[src/rtl/ps2_tx_pkg.sv]
package ps2_tx_pkg;

  typedef enum logic [1:0] {
    TX_IDLE    = 2'd0,
    TX_INHIBIT = 2'd1,
    TX_REQUEST = 2'd2,
    TX_XFER    = 2'd3
  } tx_state_e;

  function automatic int max_int(input int a, input int b);
    return (a > b) ? a : b;
  endfunction

endpackage

[src/rtl/ps2_line_sync.sv]
module ps2_line_sync #(
  parameter int STAGES = 2
) (
  input  logic clk,
  input  logic rst_n,
  input  logic line_i,
  output logic line_s,
  output logic fall
);

  logic [STAGES-1:0] pipe;
  logic              last_q;

  // first stage samples the raw wire; released wire idles high
  always_ff @(posedge clk) begin
    if (!rst_n) pipe[0] <= 1'b1;
    else        pipe[0] <= line_i;
  end

  genvar g;
  generate
    for (g = 1; g < STAGES; g++) begin : g_stage
      always_ff @(posedge clk) begin
        if (!rst_n) pipe[g] <= 1'b1;
        else        pipe[g] <= pipe[g-1];
      end
    end
  endgenerate

  always_ff @(posedge clk) begin
    if (!rst_n) last_q <= 1'b1;
    else        last_q <= pipe[STAGES-1];
  end

  assign line_s = pipe[STAGES-1];
  assign fall   = last_q & ~pipe[STAGES-1];

endmodule

[src/rtl/ps2_tx_shifter.sv]
module ps2_tx_shifter #(
  parameter int DATA_W = 8
) (
  input  logic              clk,
  input  logic              rst_n,
  input  logic              load,
  input  logic              shift,
  input  logic [DATA_W-1:0] data_i,
  output logic              bit_o
);

  localparam int FRAME_W = DATA_W + 1;

  logic [FRAME_W-1:0] frame_q;
  logic               odd_bit;

  // parity bit that makes the total count of ones odd
  assign odd_bit = ~(^data_i);

  always_ff @(posedge clk) begin
    if (!rst_n)     frame_q <= '1;
    else if (load)  frame_q <= {odd_bit, data_i};
    else if (shift) frame_q <= {1'b1, frame_q[FRAME_W-1:1]};
  end

  assign bit_o = frame_q[0];

endmodule

[src/rtl/ps2_tx_timer.sv]
module ps2_tx_timer #(
  parameter int TMR_W = 8
) (
  input  logic             clk,
  input  logic             rst_n,
  input  logic             clr,
  input  logic [TMR_W-1:0] limit,
  output logic             expire
);

  logic [TMR_W-1:0] cnt_q;

  assign expire = (cnt_q >= (limit - TMR_W'(1)));

  always_ff @(posedge clk) begin
    if (!rst_n)       cnt_q <= '0;
    else if (clr)     cnt_q <= '0;
    else if (!expire) cnt_q <= cnt_q + TMR_W'(1);
  end

endmodule

[src/rtl/ps2_host_tx.sv]
module ps2_host_tx
  import ps2_tx_pkg::*;
#(
  parameter int DATA_W      = 8,
  parameter int SYNC_STAGES = 2,
  parameter int INHIBIT_CYC = 12500,
  parameter int TIMEOUT_CYC = 1250000
) (
  input  logic              clk,
  input  logic              rst_n,
  input  logic              cmd_valid,
  output logic              cmd_ready,
  input  logic [DATA_W-1:0] cmd_data,
  input  logic              ps2_clk_i,
  input  logic              ps2_dat_i,
  output logic              ps2_clk_oe,
  output logic              ps2_dat_oe,
  output logic              busy,
  output logic              done,
  output logic              ack_ok,
  output logic              err
);

  localparam int FRAME_BITS = DATA_W + 1;
  localparam int LAST_EDGE  = FRAME_BITS + 1;
  localparam int CNT_W      = $clog2(LAST_EDGE + 1);
  localparam int TMR_MAX    = max_int(INHIBIT_CYC, TIMEOUT_CYC);
  localparam int TMR_W      = $clog2(TMR_MAX + 1);

  tx_state_e        state_q;
  logic [CNT_W-1:0] edge_cnt_q;
  logic             dat_low_q;
  logic             clk_s, clk_fall, dat_s, dat_fall_unused;
  logic             accept, shift_en, tmr_clr, tmr_exp, sh_bit;
  logic [TMR_W-1:0] tmr_limit;

  ps2_line_sync #(.STAGES(SYNC_STAGES)) u_clk_sync (
    .clk(clk), .rst_n(rst_n), .line_i(ps2_clk_i), .line_s(clk_s), .fall(clk_fall)
  );

  ps2_line_sync #(.STAGES(SYNC_STAGES)) u_dat_sync (
    .clk(clk), .rst_n(rst_n), .line_i(ps2_dat_i), .line_s(dat_s), .fall(dat_fall_unused)
  );

  assign accept   = cmd_valid && (state_q == TX_IDLE);
  assign shift_en = (state_q == TX_XFER) && clk_fall && (edge_cnt_q < CNT_W'(FRAME_BITS));
  assign tmr_clr  = accept || (state_q == TX_REQUEST) || ((state_q == TX_XFER) && clk_fall);
  assign tmr_limit = (state_q == TX_INHIBIT) ? TMR_W'(INHIBIT_CYC) : TMR_W'(TIMEOUT_CYC);

  ps2_tx_shifter #(.DATA_W(DATA_W)) u_shift (
    .clk(clk), .rst_n(rst_n), .load(accept), .shift(shift_en),
    .data_i(cmd_data), .bit_o(sh_bit)
  );

  ps2_tx_timer #(.TMR_W(TMR_W)) u_timer (
    .clk(clk), .rst_n(rst_n), .clr(tmr_clr), .limit(tmr_limit), .expire(tmr_exp)
  );

  always_ff @(posedge clk) begin
    if (!rst_n) begin
      state_q    <= TX_IDLE;
      edge_cnt_q <= '0;
      dat_low_q  <= 1'b0;
      done       <= 1'b0;
      ack_ok     <= 1'b0;
      err        <= 1'b0;
    end else begin
      done <= 1'b0;
      unique case (state_q)
        TX_IDLE: begin
          if (cmd_valid) begin
            state_q <= TX_INHIBIT;
            ack_ok  <= 1'b0;
            err     <= 1'b0;
          end
        end
        TX_INHIBIT: begin
          if (tmr_exp) begin
            state_q   <= TX_REQUEST;
            dat_low_q <= 1'b1;
          end
        end
        TX_REQUEST: begin
          state_q    <= TX_XFER;
          edge_cnt_q <= '0;
        end
        TX_XFER: begin
          if (clk_fall) begin
            edge_cnt_q <= edge_cnt_q + CNT_W'(1);
            if (edge_cnt_q < CNT_W'(FRAME_BITS)) begin
              dat_low_q <= ~sh_bit;
            end else if (edge_cnt_q == CNT_W'(FRAME_BITS)) begin
              dat_low_q <= 1'b0;
            end else begin
              ack_ok    <= ~dat_s;
              err       <= dat_s;
              done      <= 1'b1;
              dat_low_q <= 1'b0;
              state_q   <= TX_IDLE;
            end
          end else if (tmr_exp) begin
            err       <= 1'b1;
            done      <= 1'b1;
            dat_low_q <= 1'b0;
            state_q   <= TX_IDLE;
          end
        end
        default: state_q <= TX_IDLE;
      endcase
    end
  end

  assign ps2_clk_oe = (state_q == TX_INHIBIT) || (state_q == TX_REQUEST);
  assign ps2_dat_oe = dat_low_q;
  assign cmd_ready  = (state_q == TX_IDLE);
  assign busy       = (state_q != TX_IDLE);


  inhibit_first_chk: assert property (@(posedge clk) disable iff (!rst_n)
    $rose(ps2_clk_oe) |-> !ps2_dat_oe);


  clk_release_chk: assert property (@(posedge clk) disable iff (!rst_n)
    $fell(ps2_clk_oe) |-> ps2_dat_oe);


  lines_free_chk: assert property (@(posedge clk) disable iff (!rst_n)
    done |-> (!ps2_clk_oe && !ps2_dat_oe));


  done_pulse_chk: assert property (@(posedge clk) disable iff (!rst_n)
    done |=> !done);


  ack_flag_chk: assert property (@(posedge clk) disable iff (!rst_n)
    $rose(ack_ok) |-> (done && !err));

endmodule

[config.mk]
export PLATFORM = sky130hd
export DESIGN_NAME = ps2_host_tx
export DESIGN_NICKNAME = d
export VERILOG_FILES = /design/src/rtl/ps2_tx_pkg.sv /design/src/rtl/ps2_line_sync.sv /design/src/rtl/ps2_tx_shifter.sv /design/src/rtl/ps2_tx_timer.sv /design/src/rtl/ps2_host_tx.sv
export SDC_FILE = /design/constraint.sdc
export NUM_CORES = 1
export LEC_CHECK = 0
export ABC_AREA = 0
export CORE_UTILIZATION = 63
export CTS_CLUSTER_DIAMETER = 60
export DETAILED_ROUTE_END_ITERATION = 8
export DONT_BUFFER_PORTS = 1
export GPL_TIMING_DRIVEN = 0
export PLACE_DENSITY = 0.79
export SYNTH_ARGS = -nofsm -noshare
export SYNTH_HDL_FRONTEND = slang
export SYNTH_SLANG_ARGS = --single-unit
export TNS_END_PERCENT = 50
[constraint.sdc]
create_clock -name clk -period 3.05 [get_ports clk]
set_input_delay 0.4575 -clock clk [delete_from_list [all_inputs] [get_ports clk]]
set_output_delay 0.4575 -clock clk [all_outputs]
set_load 0.01 [all_outputs]
==> results of run 1 <==
-- registers in the layout, summed over array words and instances (netlist names) --
register           cells
u_shift.frame_q        9
u_clk_sync.line_s      1
u_clk_sync.pipe        1
u_timer.cnt_q         21
u_clk_sync.last_q      1
ps2_dat_oe             1
edge_cnt_q             4
done                   1
err                    1
ack_ok                 1
state_q                2
u_dat_sync.line_s      1
u_dat_sync.pipe        1
-- through the flow --
step | setup slack, ns | hold WS (ns)
after floorplan | 0.640 | 0.386
after global placement | 0.366 | 0.390
after detailed placement | 0.344 | 0.396
after CTS | 0.320 | 0.263
after global routing | 0.131 | 0.256
final | 0.321 | 0.264
-- where the power goes --
group | switching [uW] | internal [uW] | total, uW
Combinational | 370 | 202 | 573
Sequential | 40.4 | 641 | 681
Clock | 184 | 151 | 335
-- layout make-up --
cell class	instances	area, um^2	share of cell area [%]
tap	48	60.1	2.23
multi-input combinational	241	1520	56.4
clock buffer	5	68.8	2.55
sequential	45	901	33.4
clock inverter	1	5.00	0.186
buffer	19	100	3.71
inverter	11	41.3	1.53
-- path summary, 6_finish.rpt --
path                                        end  slack (ns)  depth (start not counted)
setup / recovery        ps2_dat_oe$_SDFFE_PN0P_        0.32                         11
hold / removal    u_clk_sync.pipe[0]$_SDFF_PN1_        0.26                          1
setup reg to reg        ps2_dat_oe$_SDFFE_PN0P_        0.32                         11
hold reg to reg    u_dat_sync.line_s$_SDFF_PN1_        0.41                          1
-- cells in the final DEF (no fill, tap or decap), types with 9 or more instances in the layout --
| cell | instances |
|---|---|
| dfxtp_1 | 45 |
| clkbuf_1 | 12 |
| or3_1 | 9 |
| inv_1 | 11 |
| a21oi_1 | 20 |
| ha_1 | 13 |
| nand2_1 | 41 |
| nand3_1 | 25 |
| nand4_1 | 9 |
| o21ai_0 | 25 |
| nor2_1 | 9 |
-- kinds of logic after synthesis --
group	Yosys count	synth area share, %
mux	4	1.56
xor+xnor	12	4.10
buf+inv	30	5.51
simple gates	131	27.1
fa+ha+maj	13	6.34
flops	45	35.1
compound gates	81	20.3
-- critical path, stage by stage, from the launching register on --
cell	delay, ns
dfxtp_1	0.39
inv_1	0.10
ha_1	0.23
ha_1	0.31
nor3b_1	0.26
nand4_1	0.20
or2_1	0.29
o221ai_2	0.20
buf_6	0.18
buf_4	0.19
nor2_1	0.06
o221a_1	0.23
-- metal layers --
layer,share of wire [%],wire [um],vias to the layer above
met5,0,0,-
met4,1.1,59,0
met3,4.4,243,5
met2,49,2710,49
met1,45,2470,1060
li1,-,-,1157
==> impl_metrics.ini, run 1 <==
[floorplan]
fp.dieW_um = 65.8
die-height_um = 65.8
row_count = 22
die_area_um2 = 4330
io_pins = 20
initial_utilization_pct = 68.0
core_area_um2 = 3770

[global_routing]
grt_max_degree = 13
grt_antenna_before_repair = 0
track_usage_pct = 28.0
grt_pass1_vias = 2161
grt_busiest_layer = met2
grt-ovfl-total = 0
grtUsageMet3_pct = 6.21
globalRouteMet2Util_pct = 49.9
grt_pass1_wl_mm = 9.36
grtUsageMet1_pct = 32.3

[sta]
rsz0062_at_grt = no
timing.final.hold_violations = 0
max_freq_mhz = 366
worst_slew_pin_slew_ns = 0.538
finalMaxSlewViolations = 0
fin_crit_sh_pct = 89.5
setup_tns_ns = 0
relSlewSlack_pct = 63.9
setup_violations = 0
finalWorstPathRequiredPeriod_ns = 2.73
fin_skew_ns = 0.00972

[power]
ir_drop_mv = 0.485
power_uw = 1590
leakage_uw = 0.00103
power_density_nw_per_um2 = 589

[synthesis]
avgSynthCellArea_um2 = 8.11
synthFlopType = dfxtp_1
synth_area_um2 = 2560
synth_seq_cells = 45
synth_cell_types = 53
yosys.area.top_type = dfxtp_1
synthTopCellsByArea = dfxtp_1 (35%), ha_1 (6.3%), nand2_1 (6.0%), nand3_1 (4.9%), o21ai_0 (4.9%)
synth_most_common_cell = dfxtp_1
synthTopCellsByCount = dfxtp_1 (45), nand2_1 (41), nand3_1 (25), o21ai_0 (25), a21oi_1 (20)
syn-instance-count = 316
yosys_warnings = 0
synthArstFlopShare_pct = 0
syn-num-nets = 342
synth_edf_count = 0
ys_seq_area_share_pct = 35.1
synth_top_area_share_pct = 35.1

[final_layout]
fin_nets = 349
finalInstanceArea_um2 = 2700
antenna_cells = 0
syn2layout_area_growth_pct = 5.22
layout.cells.non_filler = 370
fill_cells = 312
fin_util_pct = 71.5
drive_gt1_share_pct = 6.21

[clock_network]
cts.reportedPaths.clkPinSlew_ns = 0.08
clock_latency_ns = 0.30
cts-root-buf = clkbuf_8
cts_hold_buffers = 0
cts_tree = yes
cts_setup_buffers = 0
clock_path_buffers = 2
clock_sinks = 45
cts_made_buffers = 5
cts-resized-gates = 0
htreeDepth = 2

[job]
cap_violations = 0

[detailed_routing]
drtIter0Drc = 142
drc = 0
routedWlPerCell_um = 14.8
num_vias = 2271
first_pass_iters = 4
postRouteWirelength_mm = 5.47
ant_nets = 0
routed_via_density = 6.14

[setup_path]
cp-end-kind = flop
critical_path_class = reg2reg
worstPathArrival_ns = 2.92
worstReg2RegStart = state_q[1]$_SDFFE_PN0P_
critPathLaunchType = flop
cp-startpoint = state_q[1]$_SDFFE_PN0P_
critical_path_peak_fanout = 10
crit_required_ns = 3.24

[placement]
dp_cells = 364
dp_hpwl_mm = 3.93
io_buffers = 0
place.gp.congestion = 0.828
placedInstanceArea_um2 = 2620

[worst_hold_path]
hold_path.class = in2reg
hp-start = ps2_clk_i

[outcome]
status = complete, no violations
(Power assumes the default switching activity.)
==> inputs of run 2 (changes only) <==
Settings changed: CORE_UTILIZATION 63 to 64, PLACE_DENSITY 0.79 to 0.8, SYNTH_HIERARCHICAL set to 1.
==> run 2 against run 1 <==
Net effect:
- the flow now finishes with violations (setup timing)
- sequential power hardly changed
- worst setup slack worse by 0.34 ns
- combinational power is 34% higher
- sequential share of layout area is 10 points lower
- critical endpoint is now u_timer/cnt_q[16]$_SDFFE_PP0N_
- largest cell class unchanged
- register-to-register slack worse by 0.34 ns
==> impl_metrics.ini, run 2 <==
[sta]
hold-worst-slack_ns = 0.223
setup_slack_ns = -0.0208
fin_crit_sh_pct = 101
fin_skew_ns = 0.00825
rsz0062_at_grt = yes
max_freq_mhz = 326
finalWorstPathRequiredPeriod_ns = 3.07
worst_slew_pin_slew_ns = 0.493
relSlewSlack_pct = 66.9
timing.final.hold_violations = 0
setup_violations = 1
finalMaxSlewViolations = 0

[setup_path]
max_stage_delay_ns = 0.47
path_cells = inv_4 > ha_4 > clkinvlp_4 > xor2_1 > ha_1 > nand4_1 > buf_4 > a2bb2oi_4 > buf_6 > nand4_1 > buf_4 > or4_1 > a21oi_1
crit_slowest_cell = or4_1
critical_path_peak_fanout = 7
reg2regPathDepth = 13
critPathLaunchType = flop
worstPathArrival_ns = 3.31
cp_num_buf_inv = 5
cp.depth = 13
cp_top_family = simple AND/OR/NAND/NOR gates
cp-end-kind = flop
critical_path_class = reg2reg
crit_required_ns = 3.29

[detailed_routing]
postRouteWirelength_mm = 7.53
top_layer = met4
routedWlPerCell_um = 14.5
wl_met3_um = 447
num_vias = 2995
drtIter0Drc = 271
routed_via_density = 5.76
drc = 0
first_pass_iters = 4
ant_nets = 0
dr_wl_met2_mm = 3.74
drt-met1-wl_mm = 3.20

[floorplan]
io_pins = 20
core_area_um2 = 4750
initial_utilization_pct = 67.2
fp.dieW_um = 72.6
row_count = 25
die-height_um = 72.6
die_area_um2 = 5280

[worst_hold_path]
hold_path_depth = 1
hold_path.class = in2reg

[final_layout]
fin_nets = 496
finalInstanceArea_um2 = 3910
reg_top3 = u_timer/cnt_q x21, u_shift/frame_q x9, edge_cnt_q x4
layout_commonest_cell = conb_1
antenna_cells = 0
final_cell_mix = conb_1 (46), dfxtp_1 (43), nand2_1 (36)
syn2layout_area_growth_pct = 22.3
drive_gt1_share_pct = 17.2
fill_cells = 327
largest_reg_flops = 21
top_register = u_timer/cnt_q
fin_util_pct = 82.2

[global_routing]
grt_antenna_before_repair = 0
grt_pass1_wl_mm = 11.9
track_usage_pct = 28.4
grt_pass1_vias = 2745
grt_max_degree = 17
grt-ovfl-total = 0

[power]
leakage_uw = 0.00151
power_density_nw_per_um2 = 493
ir_drop_mv = 0.481

[outcome]
status = finished, violations left
violations = setup timing

[synthesis]
yosys_warnings = 6
synth_area_um2 = 3190
syn-instance-count = 379
avgSynthCellArea_um2 = 8.43

[placement]
io_buffers = 0
place.gp.congestion = 0.836
dp_hpwl_mm = 5.05
placedInstanceArea_um2 = 3480
pre_cts_slack_ns = -0.689

[job]
cap_violations = 0

[clock_network]
cts_hold_buffers = 0
clock_sinks = 45
cts_tree = yes
cts-root-buf = clkbuf_8
clock_latency_ns = 0.30
cts_made_buffers = 5
htreeDepth = 2
clock_path_buffers = 2
cts.reportedPaths.clkPinSlew_ns = 0.09
==> run 2: what timing repair did <==
| action | 4_1_cts | 5_1_grt |
|---|---|---|
| pin swaps | 10 | 10 |
| resized for setup | 19 | 24 |
| setup buffers | 10 | 12 |
| setup endpoints to repair | 26 | 25 |
==> run 2: layout make-up <==
cell class | count | area, um^2 | share of cell area [%]
inverters | 18 | 76.3 | 1.95
clock buffers | 5 | 68.8 | 1.76
repair buffers | 22 | 173 | 4.42
well taps | 67 | 83.8 | 2.15
flip-flops and latches | 45 | 903 | 23.1
clock inverters | 3 | 47.5 | 1.22
multi-input cells | 346 | 2460 | 63.0
plain buffers | 14 | 93.8 | 2.40
==> run 2: layer usage <==
| metal | vias to the layer above | track usage [%] |
|---|---|---|
| li1 | 1483 | - |
| met1 | 1393 | 34.6 |
| met2 | 106 | 51.1 |
| met3 | 13 | 4.97 |
| met4 | 0 | 8.28 |
| met5 | - | 0 |
==> run 2: per-stage QoR <==
step / setup TNS [ns] / power [uW] / cells
6_report: -0.0208 / 1930 / 520
5_1_grt: -0.607 / 2050 / 520
4_1_cts: 0 / 1860 / 508
3_5_place_dp: -8.11 / 1320 / 490
3_3_place_gp: -6.78 / 1300 / 490
2_1_floorplan: 0 / 1210 / 423
==> run 2: report_power, final <==
part | switching (uW) | internal, uW
sequential | 46.3 | 638
clock | 223 | 250
combinational | 409 | 361
total | 679 | 1250
==> run 2: worst register-to-register path: stages, from the launching register on <==
cell,delay [ns]
dfxtp_2,0.34
inv_4,0.07
ha_4,0.18
clkinvlp_4,0.19
xor2_1,0.23
ha_1,0.28
nand4_1,0.15
buf_4,0.16
a2bb2oi_4,0.20
buf_6,0.15
nand4_1,0.23
buf_4,0.23
or4_1,0.47
a21oi_1,0.13
==> run 2: path summary, 6_finish.rpt <==
kind	startpoint	endpoint	slack [ns]
worst max-delay path	state_q[1]$_SDFFE_PN0P_	u_timer/cnt_q[16]$_SDFFE_PP0N_	-0.02
worst max register to register	state_q[1]$_SDFFE_PN0P_	u_timer/cnt_q[16]$_SDFFE_PP0N_	-0.02
worst min-delay path	rst_n	u_dat_sync/pipe[0]$_SDFF_PN1_	0.22
worst min register to register	u_clk_sync/pipe[0]$_SDFF_PN1_	u_clk_sync/line_s$_SDFF_PN1_	0.42
